==> src/rtl/dfs_pkg.sv <==
package dfs_pkg;

  typedef enum logic [1:0] {
    ST_FREE  = 2'd0,
    ST_WAIT  = 2'd1,
    ST_READY = 2'd2,
    ST_RUN   = 2'd3
  } ent_state_e;

  // Start address of the frame slot owned by table entry idx.
  function automatic logic [31:0] slot_addr(logic [31:0] base, int unsigned idx,
                                            int unsigned words);
    return base + 32'(idx * words);
  endfunction

  // Pointer advance with wrap for a ring of the given depth.
  function automatic int unsigned ring_adv(int unsigned p, int unsigned k,
                                           int unsigned depth);
    return (p + k) % depth;
  endfunction

endpackage

==> src/rtl/dfs_alloc.sv <==
// Lowest-index free entry picker.
module dfs_alloc #(
  parameter int N     = 8,
  parameter int IDX_W = (N > 1) ? $clog2(N) : 1
) (
  input  logic [N-1:0]     free_vec,
  output logic             found,
  output logic [IDX_W-1:0] idx
);
  always_comb begin
    found = 1'b0;
    idx   = '0;
    for (int i = N - 1; i >= 0; i--) begin
      if (free_vec[i]) begin
        found = 1'b1;
        idx   = IDX_W'(i);
      end
    end
  end
endmodule

==> src/rtl/dfs_match.sv <==
// Associative compare of a frame pointer against every live entry.
module dfs_match #(
  parameter int N     = 8,
  parameter int FP_W  = 16,
  parameter int IDX_W = (N > 1) ? $clog2(N) : 1
) (
  input  logic [N-1:0][FP_W-1:0] fps,
  input  logic [N-1:0]           live,
  input  logic [FP_W-1:0]        key,
  output logic [N-1:0]           hits,
  output logic                   any,
  output logic [IDX_W-1:0]       idx
);
  for (genvar g = 0; g < N; g++) begin : g_cmp
    assign hits[g] = live[g] && (fps[g] == key);
  end

  assign any = |hits;

  always_comb begin
    idx = '0;
    for (int i = N - 1; i >= 0; i--) begin
      if (hits[i]) idx = IDX_W'(i);
    end
  end
endmodule

==> src/rtl/dfs_ready_fifo.sv <==
// Ring of entry indices in the order their counts reached zero.
// Two push ports per cycle: port a is queued ahead of port b.
module dfs_ready_fifo #(
  parameter int N     = 8,
  parameter int IDX_W = (N > 1) ? $clog2(N) : 1
) (
  input  logic             clk,
  input  logic             rst_n,
  input  logic             push_a,
  input  logic [IDX_W-1:0] data_a,
  input  logic             push_b,
  input  logic [IDX_W-1:0] data_b,
  input  logic             pop,
  output logic             nonempty,
  output logic [IDX_W-1:0] head
);
  import dfs_pkg::*;

  localparam int CW = $clog2(N + 1);

  logic [IDX_W-1:0] mem_q [N];
  logic [IDX_W-1:0] wp_q, rp_q;
  logic [CW-1:0]    cnt_q;
  logic [IDX_W-1:0] wp_b;

  assign wp_b     = push_a ? IDX_W'(ring_adv(int'(wp_q), 1, N)) : wp_q;
  assign nonempty = (cnt_q != '0);
  assign head     = mem_q[rp_q];

  always_ff @(posedge clk or negedge rst_n) begin
    if (!rst_n) begin
      wp_q  <= '0;
      rp_q  <= '0;
      cnt_q <= '0;
      for (int i = 0; i < N; i++) mem_q[i] <= '0;
    end else begin
      if (push_a) mem_q[wp_q] <= data_a;
      if (push_b) mem_q[wp_b] <= data_b;
      wp_q  <= IDX_W'(ring_adv(int'(wp_q), 32'(push_a) + 32'(push_b), N));
      if (pop) rp_q <= IDX_W'(ring_adv(int'(rp_q), 1, N));
      cnt_q <= cnt_q + CW'(push_a) + CW'(push_b) - CW'(pop);
    end
  end

  // Each entry is queued at most once, so the ring can never overfill.
  assert_no_overflow_R9: assert property (@(posedge clk) disable iff (!rst_n)
    (32'(cnt_q) + 32'(push_a) + 32'(push_b) - 32'(pop)) <= 32'(N));

  assert_no_underflow_R9: assert property (@(posedge clk) disable iff (!rst_n)
    pop |-> nonempty);
endmodule

==> src/rtl/dfsync_sched.sv <==
module dfsync_sched #(
  parameter int          N_ENT      = 8,
  parameter int          IP_W       = 32,
  parameter int          FP_W       = 16,
  parameter int          CNT_W      = 6,
  parameter int          DATA_W     = 32,
  parameter int          SLOT_WORDS = 16,
  parameter logic [31:0] FRAME_BASE = 32'h0000_1000,
  localparam int         OFF_W      = (SLOT_WORDS > 1) ? $clog2(SLOT_WORDS) : 1
) (
  input  logic              clk,
  input  logic              rst_n,
  input  logic              sched_valid,
  input  logic              sched_zf,
  input  logic [IP_W-1:0]   sched_ip,
  input  logic [CNT_W-1:0]  sched_cnt,
  output logic              sched_ack,
  output logic              sched_err,
  output logic [FP_W-1:0]   sched_fp,
  input  logic              wr_valid,
  input  logic [FP_W-1:0]   wr_fp,
  input  logic [OFF_W-1:0]  wr_off,
  input  logic [DATA_W-1:0] wr_data,
  output logic              wr_addr_valid,
  output logic [FP_W-1:0]   wr_addr,
  output logic [DATA_W-1:0] wr_data_o,
  output logic              wr_err,
  input  logic              destroy_valid,
  input  logic [FP_W-1:0]   destroy_fp,
  output logic              disp_valid,
  input  logic              disp_ready,
  output logic [IP_W-1:0]   disp_ip,
  output logic [FP_W-1:0]   disp_fp
);
  import dfs_pkg::*;

  localparam int IDX_W = (N_ENT > 1) ? $clog2(N_ENT) : 1;

  // Entry table
  ent_state_e                   st_q [N_ENT];
  logic [N_ENT-1:0][IP_W-1:0]   ip_q;
  logic [N_ENT-1:0][FP_W-1:0]   fp_q;
  logic [N_ENT-1:0][CNT_W-1:0]  cnt_q;

  logic [N_ENT-1:0] free_vec, wait_vec, run_vec;
  for (genvar g = 0; g < N_ENT; g++) begin : g_state
    assign free_vec[g] = (st_q[g] == ST_FREE);
    assign wait_vec[g] = (st_q[g] == ST_WAIT);
    assign run_vec[g]  = (st_q[g] == ST_RUN);
  end

  // Named internal events
  logic             sched_go, too_big, alloc_found, alloc_ok, sched_zero;
  logic [IDX_W-1:0] alloc_idx;
  logic [N_ENT-1:0] wr_hits, dst_hits;
  logic             wr_any, dst_any, wr_hit, wr_to_zero, dst_hit, disp_pop;
  logic [IDX_W-1:0] wr_idx, dst_idx, head_idx;
  logic [FP_W-1:0]  alloc_fp;

  assign sched_go   = sched_valid && sched_zf;
  assign too_big    = (sched_cnt > CNT_W'(SLOT_WORDS));
  assign alloc_ok   = sched_go && alloc_found && !too_big;
  assign sched_zero = (sched_cnt == '0);
  assign alloc_fp   = FP_W'(slot_addr(FRAME_BASE, 32'(alloc_idx), SLOT_WORDS));

  dfs_alloc #(.N(N_ENT), .IDX_W(IDX_W)) alloc_i (
    .free_vec (free_vec),
    .found    (alloc_found),
    .idx      (alloc_idx)
  );

  dfs_match #(.N(N_ENT), .FP_W(FP_W), .IDX_W(IDX_W)) wr_match_i (
    .fps  (fp_q),
    .live (wait_vec),
    .key  (wr_fp),
    .hits (wr_hits),
    .any  (wr_any),
    .idx  (wr_idx)
  );

  dfs_match #(.N(N_ENT), .FP_W(FP_W), .IDX_W(IDX_W)) dst_match_i (
    .fps  (fp_q),
    .live (run_vec),
    .key  (destroy_fp),
    .hits (dst_hits),
    .any  (dst_any),
    .idx  (dst_idx)
  );

  assign wr_hit     = wr_valid && wr_any;
  assign wr_to_zero = wr_hit && (cnt_q[wr_idx] == CNT_W'(1));
  assign dst_hit    = destroy_valid && dst_any;
  assign disp_pop   = disp_valid && disp_ready;

  dfs_ready_fifo #(.N(N_ENT), .IDX_W(IDX_W)) rdy_i (
    .clk      (clk),
    .rst_n    (rst_n),
    .push_a   (wr_to_zero),
    .data_a   (wr_idx),
    .push_b   (alloc_ok && sched_zero),
    .data_b   (alloc_idx),
    .pop      (disp_pop),
    .nonempty (disp_valid),
    .head     (head_idx)
  );

  assign disp_ip = ip_q[head_idx];
  assign disp_fp = fp_q[head_idx];

  // Table update: the four actions target entries in four distinct
  // states, so at most one of them touches a given entry per cycle.
  always_ff @(posedge clk or negedge rst_n) begin
    if (!rst_n) begin
      for (int i = 0; i < N_ENT; i++) begin
        st_q[i]  <= ST_FREE;
        ip_q[i]  <= '0;
        fp_q[i]  <= '0;
        cnt_q[i] <= '0;
      end
    end else begin
      for (int i = 0; i < N_ENT; i++) begin
        if (alloc_ok && alloc_idx == IDX_W'(i)) begin
          st_q[i]  <= sched_zero ? ST_READY : ST_WAIT;
          ip_q[i]  <= sched_ip;
          fp_q[i]  <= alloc_fp;
          cnt_q[i] <= sched_cnt;
        end
        if (wr_hit && wr_idx == IDX_W'(i)) begin
          cnt_q[i] <= cnt_q[i] - CNT_W'(1);
          if (wr_to_zero) st_q[i] <= ST_READY;
        end
        if (disp_pop && head_idx == IDX_W'(i)) st_q[i] <= ST_RUN;
        if (dst_hit && dst_idx == IDX_W'(i)) st_q[i] <= ST_FREE;
      end
    end
  end

  // Registered responses
  always_ff @(posedge clk or negedge rst_n) begin
    if (!rst_n) begin
      sched_ack     <= 1'b0;
      sched_err     <= 1'b0;
      sched_fp      <= '0;
      wr_addr_valid <= 1'b0;
      wr_addr       <= '0;
      wr_data_o     <= '0;
      wr_err        <= 1'b0;
    end else begin
      sched_ack     <= alloc_ok;
      sched_err     <= sched_go && !(alloc_found && !too_big);
      if (alloc_ok) sched_fp <= alloc_fp;
      wr_addr_valid <= wr_hit;
      wr_err        <= wr_valid && !wr_hit;
      if (wr_hit) begin
        wr_addr   <= wr_fp + FP_W'(wr_off);
        wr_data_o <= wr_data;
      end
    end
  end

  // Assertions
  assert_zf_gate_R3: assert property (@(posedge clk) disable iff (!rst_n)
    (sched_valid && !sched_zf) |=> (!sched_ack && !sched_err));

  assert_ack_err_excl_R4: assert property (@(posedge clk) disable iff (!rst_n)
    !(sched_ack && sched_err));

  assert_unique_match_R5: assert property (@(posedge clk) disable iff (!rst_n)
    $onehot0(wr_hits) && $onehot0(dst_hits));

  assert_bad_write_R8: assert property (@(posedge clk) disable iff (!rst_n)
    (wr_valid && !wr_any) |=> (wr_err && !wr_addr_valid));

  assert_offer_ready_R6: assert property (@(posedge clk) disable iff (!rst_n)
    disp_valid |-> (st_q[head_idx] == ST_READY));

  assert_zero_count_R7: assert property (@(posedge clk) disable iff (!rst_n)
    (alloc_ok && sched_zero) |=> disp_valid);

  assert_offer_hold_R9: assert property (@(posedge clk) disable iff (!rst_n)
    (disp_valid && !disp_ready) |=>
      (disp_valid && $stable(disp_fp) && $stable(disp_ip)));
endmodule

==> config.mk <==
export PLATFORM = sky130hd
export DESIGN_NAME = dfsync_sched
export DESIGN_NICKNAME = d
export VERILOG_FILES = /design/src/rtl/dfs_pkg.sv /design/src/rtl/dfs_alloc.sv /design/src/rtl/dfs_match.sv /design/src/rtl/dfs_ready_fifo.sv /design/src/rtl/dfsync_sched.sv
export SDC_FILE = /design/constraint.sdc
export NUM_CORES = 1
export LEC_CHECK = 0
export BUFFER_PORTS_ARGS = -buffer_cell sky130_fd_sc_hd__buf_2
export CAP_MARGIN = 40
export CORE_ASPECT_RATIO = 0.7
export CORE_UTILIZATION = 23
export CTS_CLUSTER_DIAMETER = 120
export CTS_CLUSTER_SIZE = 20
export DETAILED_ROUTE_END_ITERATION = 6
export GPL_ROUTABILITY_DRIVEN = 0
export SETUP_SLACK_MARGIN = 0.1
export SLEW_MARGIN = 20
export SYNTH_ARGS = -nofsm -noshare
export SYNTH_HDL_FRONTEND = slang
export SYNTH_SLANG_ARGS = --single-unit
==> constraint.sdc <==
create_clock -name clk -period 4.5 [get_ports clk]
set_clock_uncertainty 0.05 [all_clocks]
set_input_delay 0.9 -clock clk [delete_from_list [all_inputs] [get_ports clk]]
set_output_delay 0.9 -clock clk [all_outputs]
set_load 0.1 [all_outputs]
==> impl_results.md <==
- # fillers: 10485
- # IOs: 230
- Area fraction of the dominant cell type after synthesis: 48.6%
- 1st-pass router iterations: 7
- Crit path launch: rdy_i.rp_q[0]
- Ratio of cells with drive above 1 in the final layout: 18.1%
- First-pass GRT wire length: 112000 um
- Async set-reset flop share out of synthesis: 100%
- CTS Sinks: 442
- Failing checks: DRC
- CTS buffer count: 27
- Multi-input logic area: 11000 um2
- H-Tree Level Count: 1
- Cell taking the most area after synthesis: dfrtp_1
- Hold buffers post-CTS: 0
- Post-synth top cells: nand2_1, dfrtp_1, nand3_1
- Setup_tns: 0 ns
- RSZ-0062 raised after global routing: no
- Syn Std Cell Area: 22700 um2
- Simple-gate share of the synthesized area: 26.3%
- R2R depth: 12
- Drt initial violations: 1582
- Status: finished with violations
- Fmax: 0.233 GHz
- Critical path class: reg2out
- Worst-skew pair later-pin latency: 0.63 ns
- Post-route cell area: 27000 um2
- Area Growth Syn to Fin: 18.7%
- Critical Path AT: 3.35 ns
- Port Buffer Count: 205
- Max_slew headroom: 49.3%
- Synth Area in Adders: 1.45%
- Post-synthesis cell type count: 82
- Met1 Use GR: 21.0%
- Vias/cell: 4.60
- Gr ovfl total: 0
- Die area: 100000 um2
- Worst R2R Setup Slack: 0.76 ns
- Max clock buf depth: 3
- GRT Max-Usage Layer: met2
- Clk slew on worst S/H paths: 0.10 ns
- CTS Root Buffer Type: clkbuf_16
- HPWL Detailed: 48500 um
- Final #Nets: 2874
- Wirelength per Cell: 17.7 um
- Post-synthesis compound-gate area fraction: 6.73%
- Met2 Usage GRT: 21.3%
- Worst endpoint required time: 3.55 ns
- Slack of the critical path: 0.199 ns
- Setup-failing EPs final: 0
- Vias in the first global route: 17877
- Pleak: 13.0 nW
- Most frequent cell after synthesis: nand2_1
- Post-synthesis cell count: 2579
- Post-synth EDFFs: 0
- CP Capture Type: primary output
- Ranking of synthesized cells by area: dfrtp_1, nand2_1, nand3_1
- Total power: 13.1 mW
- Yosys reg bits: 442
- Initial core utilization: 23.2%
- Main combinational cell family by area after synthesis: simple AND/OR/NAND/NOR gates
- Largest net degree at the start of global routing: 118
- TritonCTS clock tree: yes
- Avg Cell Area, Syn: 8.82 um2
- R2R Path End: rdy_i.mem_q[14]
- Final WL: 72100 um
- Pwr/cell area: 485 nW/um2
- GRT met3 Usage: 3.21%
- Period minus WS final: 4.30 ns
- Worst hold path type: in2async
- Mux contribution to synthesized area: 9.69%
- Core area: 98000 um2
- Worst vdd ir: 0.000539 V
- Period utilisation layout: 95.6%
- # rows: 96
- Ys flop type: dfrtp_1
- MaxCap Viol Count: 0
- Worst Path Max Fanout: 23
- ANT nets after route: 0
- Post-place setup slack: -0.0153 ns
- DP Area: 26300 um2
- Worst setup path endpoint: disp_ip[30]
- DRC errors left: 4
- Slew Viols, Final: 0
- R2r startpoint: fp_q[92]
- Initial antenna violation count: 6
- GRT Total Usage: 14.2%
- Sequential fraction of the synthesis area: 48.6%
- Vias: 18695
- Setup crit start kind: flop
- Height of the die: 265 um
- Synth Area in XOR/XNOR: 2.85%
- Slew @ Worst Pin: 0.761 ns
- Final hold vios: 0
- Yosys warns: 0
- Register cell area after layout: 11100 um2
- Final core utilization: 27.5%
- Die width: 378 um
-- area by class of cell --
cell class / instances / area share [%]
timing repair buffer: 281 / 8.56
inverter: 57 / 0.793
clock inverter: 5 / 0.199
multi-input combinational: 1928 / 40.8
clock buffer: 27 / 2.50
antenna: 1 / 0.00927
tap: 1323 / 6.13
sequential: 442 / 41.0
-- metal layers --
| metal | routed length, um | share of wire (%) |
|---|---|---|
| met5 | 49 | 0.068 |
| met4 | 1190 | 1.7 |
| met3 | 5750 | 8.0 |
| met2 | 30800 | 43 |
| met1 | 34300 | 48 |
-- flip-flops by register name, summed over array words and instances (netlist names), 16 cells and up --
name and flops:
cnt_q 48, wr_data_o 32, fp_q 32, wr_addr 16
rdy_i.mem_q 24, st_q 16, ip_q 256
-- power by group --
group	switching [mW]	internal [mW]
Sequential	0.693	4.91
Clock	1.46	1.09
Combinational	3.08	1.85
-- worst min path at each step --
stage	endpoint	cells after the start
floorplan	ip_q[160]	2
global route	ip_q[87]	1
finish	ip_q[87]	1
global placement	sched_fp[12]	1
CTS	ip_q[87]	1
detailed placement	wr_addr[12]	2
-- cell usage in the layout (no fill, tap or decap), types with 7 or more instances in the layout --
master	instances
or3_1	16
nor4_1	9
clkbuf_16	27
o21ai_0	31
dfrtp_1	441
buf_2	168
o211ai_1	7
a21o_1	8
nand3_1	214
a211oi_1	7
conb_1	24
o22ai_1	14
mux2_1	43
xnor2_1	45
o21ai_1	9
xor2_1	29
buf_4	62
a21oi_1	46
o21ai_2	36
nand2b_1	27
nand2_1	888
ha_1	20
and2_1	18
nand4_1	18
nor2_1	111
mux2_2	87
nor3_1	30
mux2i_1	50
inv_1	52
nor2b_1	7
buf_12	49
or4_1	8
-- critical path: stages, from the launching register on --
cell and delay [ns]:
dfrtp_2 0.55, mux4_2 0.60, mux2_4 0.46, buf_4 0.31, nand3_1 0.11, nand2_1 0.09, o21ai_2 0.34, buf_12 0.23
-- what timing repair did --
action                                  in CTS  in global routing
resized for setup                            4                  1
endpoints found under the setup margin      31                  1
buffers inserted                             0                  0
-- cells by family after synthesis --
| family | Yosys count |
|---|---|
| adders and majority gates | 24 |
| muxes | 194 |
| buffers and inverters | 232 |
| xor gates and xnor gates | 74 |
| and+or+nand+nor | 1389 |
| other | 1 |
| DFF | 442 |
| AOI/OAI and AO/OA | 223 |
-- metrics by stage --
step           hold slack [ns]  std cells
6_report                 0.179       4064
4_1_cts                  0.165       4063
3_5_place_dp             0.406       4031
3_3_place_gp             0.397       4029
2_1_floorplan            0.396       2602
5_1_grt                  0.177       4063
No activity file was read; power rests on OpenSTA's default activity.
